$ cat src/rtl/pwcap_pkg.sv
package pwcap_pkg;
    localparam int NUM_CH  = 2;
    localparam int CH_FALL = 0;
    localparam int CH_RISE = 1;

    typedef struct packed {
        logic flag;
        logic ovr;
    } cap_flags_t;
endpackage

$ cat src/rtl/pwcap_sync.sv
module pwcap_sync #(
    parameter int STAGES = 2
) (
    input  logic clk,
    input  logic rst_n,
    input  logic din,
    output logic dout
);
    localparam int ST = (STAGES < 2) ? 2 : STAGES;

    logic [ST-1:0] sh_d, sh_q;

    always_comb begin
        sh_d = {sh_q[ST-2:0], din};
    end

    always_ff @(posedge clk or negedge rst_n) begin
        if (!rst_n) sh_q <= '1;
        else        sh_q <= sh_d;
    end

    assign dout = sh_q[ST-1];
endmodule

$ cat src/rtl/pwcap_filter.sv
module pwcap_filter #(
    parameter int FILT_LEN = 8
) (
    input  logic clk,
    input  logic rst_n,
    input  logic din,
    output logic fall_o,
    output logic rise_o
);
    localparam int RUN_W = (FILT_LEN > 1) ? $clog2(FILT_LEN) : 1;
    localparam logic [RUN_W-1:0] RUN_LAST = RUN_W'(FILT_LEN - 1);

    typedef struct packed {
        logic             lvl;
        logic [RUN_W-1:0] run;
        logic             fall;
        logic             rise;
    } filt_t;

    filt_t s_d, s_q;

    always_comb begin
        s_d      = s_q;
        s_d.fall = 1'b0;
        s_d.rise = 1'b0;
        if (din == s_q.lvl) begin
            s_d.run = '0;
        end else if (s_q.run == RUN_LAST) begin
            s_d.lvl  = din;
            s_d.run  = '0;
            s_d.fall = ~din;
            s_d.rise = din;
        end else begin
            s_d.run = s_q.run + 1'b1;
        end
    end

    always_ff @(posedge clk or negedge rst_n) begin
        if (!rst_n) s_q <= '{lvl: 1'b1, run: '0, fall: 1'b0, rise: 1'b0};
        else        s_q <= s_d;
    end

    assign fall_o = s_q.fall;
    assign rise_o = s_q.rise;
endmodule

$ cat src/rtl/pwcap_channel.sv
module pwcap_channel #(
    parameter int CNT_W = 16
) (
    input  logic             clk,
    input  logic             rst_n,
    input  logic             evt,
    input  logic             en,
    input  logic             clr,
    input  logic [CNT_W-1:0] cnt,
    output logic [CNT_W-1:0] cap,
    output logic             flag,
    output logic             ovr
);
    import pwcap_pkg::*;

    typedef struct packed {
        logic [CNT_W-1:0] cap;
        cap_flags_t       fl;
    } chan_t;

    chan_t s_d, s_q;
    logic  hit;

    always_comb begin
        hit        = evt & en;
        s_d        = s_q;
        s_d.cap    = hit ? cnt : s_q.cap;
        s_d.fl.flag = hit | (s_q.fl.flag & ~clr);
        s_d.fl.ovr  = ~clr & (s_q.fl.ovr | (hit & s_q.fl.flag));
    end

    always_ff @(posedge clk or negedge rst_n) begin
        if (!rst_n) s_q <= '0;
        else        s_q <= s_d;
    end

    assign cap  = s_q.cap;
    assign flag = s_q.fl.flag;
    assign ovr  = s_q.fl.ovr;
endmodule

$ cat src/rtl/pwcap_top.sv
module pwcap_top #(
    parameter int CNT_W       = 16,
    parameter int FILT_LEN    = 8,
    parameter int SYNC_STAGES = 2
) (
    input  logic             clk,
    input  logic             rst_n,
    input  logic             tick_en,
    input  logic             pin_in,
    input  logic             cap_en_fall,
    input  logic             cap_en_rise,
    input  logic             clr_fall,
    input  logic             clr_rise,
    output logic [CNT_W-1:0] cap_fall,
    output logic [CNT_W-1:0] cap_rise,
    output logic             flag_fall,
    output logic             flag_rise,
    output logic             ovr_fall,
    output logic             ovr_rise
);
    import pwcap_pkg::*;

    typedef struct packed {
        logic [CNT_W-1:0] cnt;
    } ctr_t;

    logic pin_s;
    logic fall_evt, rise_evt;
    ctr_t c_d, c_q;

    pwcap_sync #(.STAGES(SYNC_STAGES)) u_sync (
        .clk  (clk),
        .rst_n(rst_n),
        .din  (pin_in),
        .dout (pin_s)
    );

    pwcap_filter #(.FILT_LEN(FILT_LEN)) u_filt (
        .clk   (clk),
        .rst_n (rst_n),
        .din   (pin_s),
        .fall_o(fall_evt),
        .rise_o(rise_evt)
    );

    always_comb begin
        c_d = c_q;
        if (fall_evt)     c_d.cnt = '0;
        else if (tick_en) c_d.cnt = c_q.cnt + 1'b1;
    end

    always_ff @(posedge clk or negedge rst_n) begin
        if (!rst_n) c_q <= '0;
        else        c_q <= c_d;
    end

    logic [NUM_CH-1:0] evt_w, en_w, clr_w, flag_w, ovr_w;
    logic [CNT_W-1:0]  cap_w [NUM_CH];

    assign evt_w[CH_FALL] = fall_evt;
    assign evt_w[CH_RISE] = rise_evt;
    assign en_w[CH_FALL]  = cap_en_fall;
    assign en_w[CH_RISE]  = cap_en_rise;
    assign clr_w[CH_FALL] = clr_fall;
    assign clr_w[CH_RISE] = clr_rise;

    for (genvar g = 0; g < NUM_CH; g++) begin : g_ch
        pwcap_channel #(.CNT_W(CNT_W)) u_ch (
            .clk  (clk),
            .rst_n(rst_n),
            .evt  (evt_w[g]),
            .en   (en_w[g]),
            .clr  (clr_w[g]),
            .cnt  (c_q.cnt),
            .cap  (cap_w[g]),
            .flag (flag_w[g]),
            .ovr  (ovr_w[g])
        );
    end

    assign cap_fall  = cap_w[CH_FALL];
    assign cap_rise  = cap_w[CH_RISE];
    assign flag_fall = flag_w[CH_FALL];
    assign flag_rise = flag_w[CH_RISE];
    assign ovr_fall  = ovr_w[CH_FALL];
    assign ovr_rise  = ovr_w[CH_RISE];
endmodule

$ cat config.mk
export PLATFORM = sky130hd
export DESIGN_NAME = pwcap_top
export DESIGN_NICKNAME = d
export VERILOG_FILES = /design/src/rtl/pwcap_pkg.sv /design/src/rtl/pwcap_sync.sv /design/src/rtl/pwcap_filter.sv /design/src/rtl/pwcap_channel.sv /design/src/rtl/pwcap_top.sv
export SDC_FILE = /design/constraint.sdc
export NUM_CORES = 1
export LEC_CHECK = 0
export BUFFER_PORTS_ARGS = -buffer_cell sky130_fd_sc_hd__clkbuf_2
export CAP_MARGIN = 10
export CORE_MARGIN = 10
export CORE_UTILIZATION = 50
export DETAILED_ROUTE_END_ITERATION = 8
export PLACE_DENSITY = 0.75
export SYNTH_ARGS = -nofsm -noshare
export SYNTH_HDL_FRONTEND = slang
export SYNTH_HIERARCHICAL = 1
export SYNTH_SLANG_ARGS = --single-unit
$ cat constraint.sdc
create_clock -name clk -period 1.59 [get_ports clk]
set_input_delay 0.0795 -clock clk [delete_from_list [all_inputs] [get_ports clk]]
set_output_delay 0.0795 -clock clk [all_outputs]
set_load 0.02 [all_outputs]
; Yosys cells after proc, flatten, opt, wreduce, memory -nomap -nowiden
; Index checks and enable logic that the tools add are counted.
[op_classes]
add_sub_neg = 2
n_mul = 0
n_div = 0
n_lt_le_gt_ge = 0
n_eq_ne = 2
shift = 0
muxes = 6
bitwise_logic = 16
n_reduce_logical = 2
[ops]
columns = op, n
row1 = 2-to-1 mux 16 bit, 2
row2 = adder 16 x 1 -> 16 bit (second input constant), 1
row3 = bitwise AND 1 bit, 8
row4 = 2-to-1 mux 3 bit, 2
row5 = 2-to-1 mux 2 bit, 2
row6 = NOT 1 bit, 4
row7 = OR 1 bit, 4
row8 = adder 3 x 1 -> 3 bit (second input constant), 1
row9 = == test 3 bit (second input constant), 1
row10 = AND reduction 2 bit, 1
row11 = nonzero test 2 bit, 1
row12 = == test 1 bit, 1
[totals]
regBits = 60
latch_bits = 0
mem_bits_rw = 0
romBits = 0
input_bits = 8
out_inout_bits = 36
wordCells = 40
mem_count = 0

; Longest topological paths before layout
; Gate-level depths: netlist of the first run.
[depth]
depth_word = 4
mapped_depth = 5
depth_no_buf = 5

; By module
; Netlist of the first run, hierarchy kept.
[modules_own_cells]
columns = mod, instances, cells_per_inst, area_each_um2, seq_area_each_um2
row1 = pwcap_channel, 2, 40, 705.7, 450.4
row2 = pwcap_top, 1, 82, 872.1, 400.4
row3 = pwcap_filter, 1, 17, 236.5, 151.4
row4 = pwcap_sync, 1, 2, 52.6, 52.6

; Worst setup path after synthesis of the first run
; OpenSTA, ideal clock, no wires.
[synth_timing]
kind = register to register
startpoint = register u_filt.s_q, in the netlist u_filt/fall_o
endpoint = register c_q[15] (netlist bit)
setup_time_ps = 125
arrival_time_ps = 1386
required_ps = 1465
path_slack_ps = 79
stages_incl_launch_ff = 6
n_path_buf = 1
period_less_slack_ps = 1511
path_cell_list = dfrtp_1 > buf_6 > o211ai_4 > nor3_2 > nor3b_2 > mux2_4
[synth_between]
elab_chain_len = 1
elab_cells_between_ends = 2
classes_between = mux: 1 / reduce/logical: 1
[synth_rtl]
columns = item, line_no
row1 = start: declaration, pwcap_filter.sv:20  ; filt_t s_d, s_q;
row2 = start signal: assignment, pwcap_filter.sv:39  ; if (!rst_n) s_q <= '{lvl: 1'b1, run: '0, fall: 1'b0, rise: 1'b0};
row3 = 2-to-1 mux 16 bit or nonzero test 2 bit (tied branches), --
row4 = end signal: assignment, pwcap_top.sv:53  ; if (!rst_n) c_q <= '0;
row5 = end signal: assignment, pwcap_top.sv:54  ; else c_q <= c_d;
row6 = end: declaration, pwcap_top.sv:29  ; ctr_t c_d, c_q;
; Parallel ways exist; a longest one is shown, timed or not.
; A chain may end at the register's enable or synchronous reset.

; Worst setup path in the final report of the first run
[layout_timing]
startpoint = register c_q[1] (netlist bit)
endpoint = register c_q[14] (netlist bit)
[layout_between]
elab_chain_len = 3
[layout_rtl]
columns = item, line_no
row1 = adder 16 x 1 -> 16 bit, pwcap_top.sv:49  ; else if (tick_en) c_d.cnt = c_q.cnt + 1'b1;
row2 = 2-to-1 mux 16 bit, pwcap_top.sv:49
row3 = 2-to-1 mux 16 bit, pwcap_top.sv:48  ; if (fall_evt) c_d.cnt = '0;
; Every way passes these cells. The select of a mux whose other input is x is not followed.

==> results of run 1 <==
==> power groups by stage <==
stage | combinational, mW | clock, mW | sequential [mW]
2_1_floorplan | 0.267 | 0 | 1.87
3_3_place_gp | 0.606 | 0 | 1.80
3_5_place_dp | 0.620 | 0 | 1.81
4_1_cts | 0.631 | 1.30 | 1.78
5_1_grt | 0.711 | 1.38 | 1.82
6_report | 0.622 | 1.26 | 1.81
==> what timing repair did <==
item | 4_1_cts | 5_1_grt
hold buffers | 4 | 0
endpoints found under the hold margin | 24 | 0
endpoints found under the setup margin | 0 | 1
resized for setup | 0 | 1
==> routing by layer <==
metal	vias up	share of wire	GRT usage
met4	0	0.021	0.0707
met5	-	0	0
met3	11	0.067	0.0505
met1	818	0.44	0.154
met2	35	0.48	0.195
li1	766	-	-
==> worst min-delay path, delay by kind of cell <==
| kind | cells | cell delay, ns |
|---|---|---|
| buffers and inverters | 1 | 0.11 |
| AO/OA/AOI/OAI | 1 | 0.08 |
| AND/OR/NAND/NOR | 1 | 0.08 |
==> sequential cells by signal, indices dropped and copies added, names as in the netlist <==
name	cells
u_filt/fall_o	1
g_ch.u_ch/cap	32
c_q	16
u_sync/sh_q	2
u_filt/rise_o	1
g_ch.u_ch/ovr	2
g_ch.u_ch/flag	2
u_filt/s_q	4
==> worst max path at each step <==
stage,slack [ns],to
2_1_floorplan,0.08,c_q[15]
3_3_place_gp,0.13,c_q[15]
3_5_place_dp,0.11,c_q[15]
4_1_cts,0.1,c_q[13]
5_1_grt,0.03,c_q[14]
6_report,0.14,c_q[14]
==> cells by family (layout without fill, tap and decap cells) <==
logic type,after synthesis,in the layout,share of synthesized area
AOI/OAI and AO/OA,12,12,0.0306
xor gates and xnor gates,11,11,0.0375
adders and majority gates,3,3,0.0146
buffers and inverters,12,86,0.0306
DFF,60,60,0.585
muxes,35,35,0.180
and+or+nand+nor,48,48,0.121
==> placed cells by master, fill, tap and decap left out, types with 3 or more instances in the layout <==
cell type,Yosys,routed
inv_1,6,6
mux2_4,19,19
clkbuf_1,1,4
a21oi_1,3,3
ha_1,3,3
mux2_2,14,14
dlygate4sd3_1,0,4
buf_4,1,16
clkbuf_8,0,9
or3_1,3,3
o21ai_0,6,6
nand4_1,4,4
clkbuf_2,0,43
dfstp_2,3,3
nand2_1,5,5
xor2_1,4,4
nor2_1,17,17
nor4_2,4,4
dfrtp_1,57,57
xnor2_1,7,7
==> metrics by stage <==
stage	hold slack, ns	instances	power (mW)	worst slack [ns]
2_1_floorplan	-0.216	181	2.14	0.0792
3_3_place_gp	0.112	305	2.41	0.132
3_5_place_dp	0.114	305	2.43	0.108
4_1_cts	0.0490	325	3.71	0.0954
5_1_grt	0.0662	325	3.91	0.0273
6_report	0.0620	325	3.69	0.139
==> cell type report <==
cell class                      instances  area (um^2)  area share
Clock inverter                          3         40.0      0.0126
Clock buffer                           13          139      0.0436
Sequential cell                        60         1510       0.472
Timing Repair Buffer                   64          395       0.124
Multi-Input combinational cell        109          997       0.313
Tap cell                               70         87.6      0.0275
Inverter                                6         22.5     0.00707
==> results.cfg, run 1 <==
[run_status]
status = completed

[floorplan]
die_area_um2 = 8410
rows = 26
die_w_um = 91.7
dieHeight_um = 91.7
ios = 44
initial_core_util = 0.510
core_area_um2 = 5040

[routing]
drc = 0
drt_iter0_drc = 80
wl_um = 5100
ant_nets = 0
wl_per_cell_um = 15.7
vias_per_cell = 5.02
firstDrtPassIters = 4
vias = 1630

[power]
p_int_mw = 2.70
p_sw_mw = 0.986
clockPowerShare = 0.341
p_seq_frac = 0.490
power.density_nw_per_um2 = 1160
p_comb_frac = 0.169
swShare = 0.267
leakagePower_nw = 1.66
vdd_drop_max_uv = 700

[critical_path]
reg2regPathDepth = 4
criticalPathCategory = reg -> reg
start_kind = register
slowest_stage = dfrtp_1
path_buf_inv = 0
cp-startpoint = c_q[1]
cp-end-kind = register
worstPathArrival_ns = 1.66
critical_path_depth = 4
crit_path_max_fanout = 4
crit_required_ns = 1.79
cp_top_family = simple AND/OR/NAND/NOR gates
r2r_start = c_q[1]
slowest_delay_ns = 0.37
r2r_slack_ns = 0.14
path_cells = ha_1 > nand2_1 > nor4_2 > mux2_1
r2r_end = c_q[14]

[cells_and_area]
fin_util = 0.632
area_growth_pct = 23.9
nFillCells = 400
n_antenna_cell = 0
layout-drive-gt1-share = 0.478
design_area_um2 = 3190
nets = 261

[job]
cap_viol_max_count = 0

[clock_network]
cts_max_level = 3
tritoncts = done
post_cts_buffers = 0
numCtsBuffers = 9
path_clk_slew_ns = 0.07
insertion_delay_ns = 0.33
clockBufferDepth = 2
cts_sinks = 60
cts_root_buffer = clkbuf_8

[logic_synthesis]
yosysTopAreaCell = dfrtp_1
yosys-top-cells-area = dfrtp_1 55%, mux2_4 11%, mux2_2 6.1%, dfstp_2 3.1%, nor2_1 2.5%
syn_avg_cell_area_um2 = 14.2
ys_seq_area_frac = 0.585
ys.flop_type = dfrtp_1
synth_top_area_frac = 0.554
synth_cells = 181
synthArstFlopShare = 1.00
netlist_area_um2 = 2570
ys_ff_latch = 60
yosysWarnings = 6
synth.distinct_cells = 33
synth_nets = 192
yosysMostFrequentCell = dfrtp_1
synth-edff-count = 0
synth_common_cells = 57 x dfrtp_1, 19 x mux2_4, 17 x nor2_1

[worst_hold_path]
hold_path.class = in -> reg
hold_end = g_ch[1].u_ch/ovr
min-delay-start = cap_en_rise
hold_depth = 3

[sta]
grt_setup_unrepaired = no
tightest_slew_ns = 0.626
fin_crit_sh = 0.913
slew_headroom = 0.583
max_clock_freq_mhz = 689
hold_viol = 0
fin_crit_ns = 1.45
slew_violations = 0
setup_viol = 0
skew_ns = 0.0111
fin_setup_tns_ns = 0

[global_routing]
track_usage = 0.129
grt_pass1_wl_um = 8740
grt_overflow = 0
grt_pass1_vias = 1831
antenna_found_initial = 0
grt_max_degree = 29

[placement]
dp_hpwl_um = 3670
gp_congestion = 0.800
place_area_um2 = 2960
port_buffers = 43
Note: power is estimated with default switching activity, not from simulation.
==> inputs of run 2 (changes only) <==
SETUP_SLACK_MARGIN = 0.3   (was not set)
==> run 2 against run 1 <==
Against the previous run:
- critical path depth stayed put
- final area rose by 5.1%
- non-clock buffer count rose by 8
- clock-buffer cell count decreased by 2
- global-route usage is 0.29 points higher
- maximum frequency shrank 0.24%
- critical endpoint unchanged
- register-to-register slack barely moved
- clock skew down 0.0057 ns
==> results.cfg, run 2 (synthesis gave the netlist of run 1 again) <==
[run_status]
status = completed

[floorplan]
dieHeight_um = 91.7
rows = 26
core_area_um2 = 5040
initial_core_util = 0.510
die_w_um = 91.7
ios = 44
die_area_um2 = 8410

[global_routing]
grt_pass1_vias = 1780
grt_max_degree = 30
grt_overflow = 0
track_usage = 0.132
grt_pass1_wl_um = 8790
antenna_found_initial = 0

[clock_network]
cts_root_buffer = clkbuf_8
numCtsBuffers = 9
clockBufferDepth = 2
insertion_delay_ns = 0.34
tritoncts = done
cts_sinks = 60
cts_max_level = 3
path_clk_slew_ns = 0.07

[routing]
drc = 0
firstDrtPassIters = 4
wl_per_cell_um = 16.0
drt_iter0_drc = 55
ant_nets = 0
vias = 1690
wl_um = 5330
vias_per_cell = 5.08

[critical_path]
start_kind = register
criticalPathCategory = reg -> reg
worstPathArrival_ns = 1.68
cp-end-kind = register
crit_path_max_fanout = 6
crit_required_ns = 1.81

[cells_and_area]
final_common_cell = dfrtp_1
layout-drive-gt1-share = 0.548
regArea_um2 = 1510
fin_util = 0.664
nets = 269
area_growth_pct = 30.2
multiInputGateArea_um2 = 1080
largest_register_ffs = 32
nFillCells = 365
n_antenna_cell = 0
layout_common_cells = 54 x dfrtp_1, 43 x clkbuf_2, 21 x buf_4

[power]
leakagePower_nw = 1.74
swShare = 0.281
power.density_nw_per_um2 = 1150
p_sw_mw = 1.08
p_seq_frac = 0.476
p_int_mw = 2.76
clockPowerShare = 0.339
p_comb_frac = 0.185
vdd_drop_max_uv = 743

[sta]
fin_ws_ns = 0.136
fin_crit_ns = 1.45
slew_headroom = 0.727
skew_ns = 0.00542
grt_setup_unrepaired = yes
tightest_slew_ns = 0.410
max_clock_freq_mhz = 688
hold_viol = 0
slew_violations = 0
fin_crit_sh = 0.915
fin_setup_tns_ns = 0
setup_viol = 0

[placement]
dp_hpwl_um = 3620
port_buffers = 43
dpl_worst_slack_ns = 0.0929
gp_congestion = 0.816

[job]
cap_viol_max_count = 0

[worst_hold_path]
hold_path.class = in -> reg
-- run 2: cell count changes in the layout (fill, tap and decap cells not counted), moves of 2 or more --
cell / previous run / this run
buf_6: 0 / 3
a21oi_2: 0 / 2
nor4_2: 4 / 2
clkbuf_1: 4 / 2
dfrtp_2: 0 / 3
buf_4: 16 / 21
nor4_4: 0 / 2
nand3_2: 0 / 2
nand3_1: 2 / 0
a21oi_1: 3 / 1
dfrtp_1: 57 / 54
-- run 2: power groups by stage --
stage	Combinational (mW)	Sequential [mW]	Clock (mW)
2_1_floorplan	0.274	1.88	0
3_3_place_gp	0.597	1.81	0
3_5_place_dp	0.630	1.81	0
4_1_cts	0.648	1.80	1.34
5_1_grt	0.791	1.84	1.41
6_report	0.710	1.83	1.30
-- run 2: worst max-delay path, stage by stage (launching register included) --
cell and delay, ns:
dfrtp_1 0.40, nand4_4 0.14, buf_6 0.16, nor4_4 0.30
mux2_4 0.33
-- run 2: area by class of cell --
| class | count | area share |
|---|---|---|
| Clock buffer | 11 | 0.0392 |
| Tap cell | 70 | 0.0262 |
| Inverter | 6 | 0.00673 |
| Clock inverter | 5 | 0.0157 |
| Multi-Input combinational cell | 109 | 0.322 |
| Sequential cell | 60 | 0.451 |
| Timing Repair Buffer | 72 | 0.139 |
-- run 2: metrics by stage --
step	hold slack [ns]	cell area (um^2)	total power, mW	cells
detailed placement	0.0244	2960	2.44	304
floorplan	-0.216	2580	2.15	181
finish	0.0604	3350	3.84	333
CTS	0.0488	3260	3.79	329
global route	0.0550	3350	4.05	333
global placement	0.0185	2960	2.40	304
-- run 2: final timing paths --
path                       slack (ns)  cells after the start           start             endpoint
hold reg to reg                  0.36                      0  u_sync/sh_q[0]       u_sync/sh_q[1]
max in group asynchronous        0.80                      3           rst_n               c_q[1]
setup reg to reg                 0.14                      4          c_q[3]              c_q[14]
setup / recovery                 0.14                      4          c_q[3]              c_q[14]
min in group asynchronous        0.20                      2           rst_n  g_ch[0].u_ch/cap[5]
hold / removal                   0.06                      3     cap_en_rise     g_ch[1].u_ch/ovr
-- run 2: routing by layer --
metal | up-vias | global-route usage | share of wire
li1 | 790 | - | -
met1 | 843 | 0.149 | 0.43
met2 | 45 | 0.209 | 0.48
met3 | 12 | 0.0587 | 0.072
met4 | 0 | 0.0630 | 0.022
met5 | - | 0 | 0
-- run 2: repair_timing --
item	CTS	global route
endpoints found under the hold margin	19	0
pin swaps	1	8
endpoints found under the setup margin	25	11
hold buffers	4	0
buffers inserted	5	4
gates resized for setup	5	13
==> inputs of run 3 (changes only) <==
CELL_PAD_IN_SITES_DETAIL_PLACEMENT = 1   (was not set)
CELL_PAD_IN_SITES_GLOBAL_PLACEMENT = 2   (was not set)
CORE_UTILIZATION = 34   (was 50)
PLACE_DENSITY = not set   (was 0.75)
PLACE_DENSITY_LB_ADDON = 0.1   (was not set)
==> run 3 against run 2 <==
Against the previous run:
- final area up 2.3%
- setup slack better by 0.00051 ns
- combinational power up 20%
- via count down 0.24%
- utilization down 19 points
- register-to-register slack about the same
- largest power group unchanged
==> results.cfg, run 3 (synthesis gave the netlist of run 1 again) <==
[run_status]
status = completed

[cells_and_area]
n_antenna_cell = 0
final_common_cell = dfrtp_1
layout-drive-gt1-share = 0.563
regArea_um2 = 1510
nFillCells = 813
multiInputGateArea_um2 = 1080
nets = 277
design_area_um2 = 3430
layout_common_cells = 54 x dfrtp_1, 43 x clkbuf_2, 29 x buf_4
largest_register_ffs = 32
fin_cells = 369
area_growth_pct = 33.2

[critical_path]
cp_top_family = simple AND/OR/NAND/NOR gates
cp-end-kind = register
slowest_delay_ns = 0.37
crit_required_ns = 1.81
start_kind = register
path_cells = and3_4 > nand3_2 > nor4_4 > mux2_4
slowest_stage = dfrtp_1
criticalPathCategory = reg -> reg
worstPathArrival_ns = 1.67
crit_path_max_fanout = 2
path_buf_inv = 0

[clock_network]
tritoncts = done
cts_sinks = 60
cts_root_buffer = clkbuf_8
cts_max_level = 3
insertion_delay_ns = 0.33
numCtsBuffers = 9
clockBufferDepth = 2
path_clk_slew_ns = 0.06

[routing]
vias_per_cell = 4.57
drt_iter0_drc = 25
wl_per_cell_um = 16.8
wl_um = 6210
ant_nets = 0
firstDrtPassIters = 4
drc = 0
vias = 1686

[global_routing]
antenna_found_initial = 0
grt_pass1_vias = 1991
grt_pass1_wl_um = 10300
grt_max_degree = 37
grt_overflow = 0
track_usage = 0.115

[sta]
tightest_slew_ns = 0.467
fin_crit_sh = 0.914
skew_ns = 0.00581
hold_viol = 0
slew_violations = 0
grt_setup_unrepaired = yes
fin_crit_ns = 1.45
fin_setup_tns_ns = 0
slew_headroom = 0.689
max_clock_freq_mhz = 688
setup_viol = 0

[floorplan]
die_area_um2 = 11400
core_area_um2 = 7290
die_w_um = 107
dieHeight_um = 107
rows = 31
initial_core_util = 0.353
ios = 44

[power]
power.density_nw_per_um2 = 1140
p_seq_frac = 0.473
p_int_mw = 2.78
clockPowerShare = 0.308
vdd_drop_max_uv = 494
p_comb_frac = 0.219
leakagePower_nw = 1.77
p_sw_mw = 1.12
swShare = 0.287

[placement]
place_area_um2 = 3000
placed_cells = 335
dp_hpwl_um = 4280
port_buffers = 43
gp_congestion = 0.780

[job]
cap_viol_max_count = 0

[worst_hold_path]
hold_path.class = in -> reg
==> run 3: timing repair <==
action,in CTS,in global routing
setup buffers,11,4
hold endpoints to repair,62,0
hold buffers,4,0
setup endpoints to repair,25,12
pin swaps,11,5
resized for setup,13,9
==> run 3: power groups by stage <==
| stage | sequential [mW] | combinational (mW) | clock (mW) |
|---|---|---|---|
| after CTS | 1.82 | 0.786 | 1.25 |
| after floorplan | 1.88 | 0.274 | 0 |
| after global routing | 1.86 | 0.949 | 1.34 |
| final | 1.84 | 0.851 | 1.20 |
| after detailed placement | 1.83 | 0.649 | 0 |
| after global placement | 1.81 | 0.612 | 0 |
==> run 3: final timing paths <==
kind / startpoint / slack, ns / to / depth (start not counted)
worst max-delay path: c_q[11] / 0.14 / c_q[14] / 4
worst min-delay path: cap_en_rise / 0.05 / g_ch[1].u_ch/ovr / 3
worst max register to register: c_q[11] / 0.14 / c_q[14] / 4
worst min register to register: u_sync/sh_q[0] / 0.36 / u_sync/sh_q[1] / 0
max in group asynchronous: rst_n / 0.87 / u_sync/sh_q[0] / 3
min in group asynchronous: rst_n / 0.30 / g_ch[1].u_ch/cap[5] / 3
==> run 3: cell type report <==
cell class	count	area share
inverters	6	0.00657
clock inverters	2	0.00292
repair buffers	80	0.152
flip-flops and latches	60	0.440
well taps	99	0.0362
multi-input cells	109	0.315
clock buffers	13	0.0464
==> run 3: routing by layer <==
metal / vias up / share of wire / global-route usage
met5: - / 0 / 0
met4: 0 / 0.017 / 0.0580
met3: 8 / 0.043 / 0.0347
met2: 32 / 0.52 / 0.195
met1: 854 / 0.42 / 0.128
li1: 792 / - / -
==> run 3: worst reg2reg max path, cell delays in order (launching register included) <==
cell and delay [ns]:
dfrtp_1 0.37, and3_4 0.20, nand3_2 0.12, nor4_4 0.33
mux2_4 0.32
==> run 3: stage by stage <==
| step | hold slack, ns | setup slack (ns) | utilization | power (mW) |
|---|---|---|---|---|
| 5_1_grt | 0.0675 | 0.0896 | 0.470 | 4.14 |
| 3_3_place_gp | 0.0959 | 0.141 | 0.411 | 2.42 |
| 4_1_cts | 0.0380 | 0.127 | 0.460 | 3.85 |
| 6_report | 0.0540 | 0.136 | 0.470 | 3.89 |
| 3_5_place_dp | 0.100 | 0.0438 | 0.411 | 2.48 |
| 2_1_floorplan | -0.216 | 0.0792 | - | 2.15 |
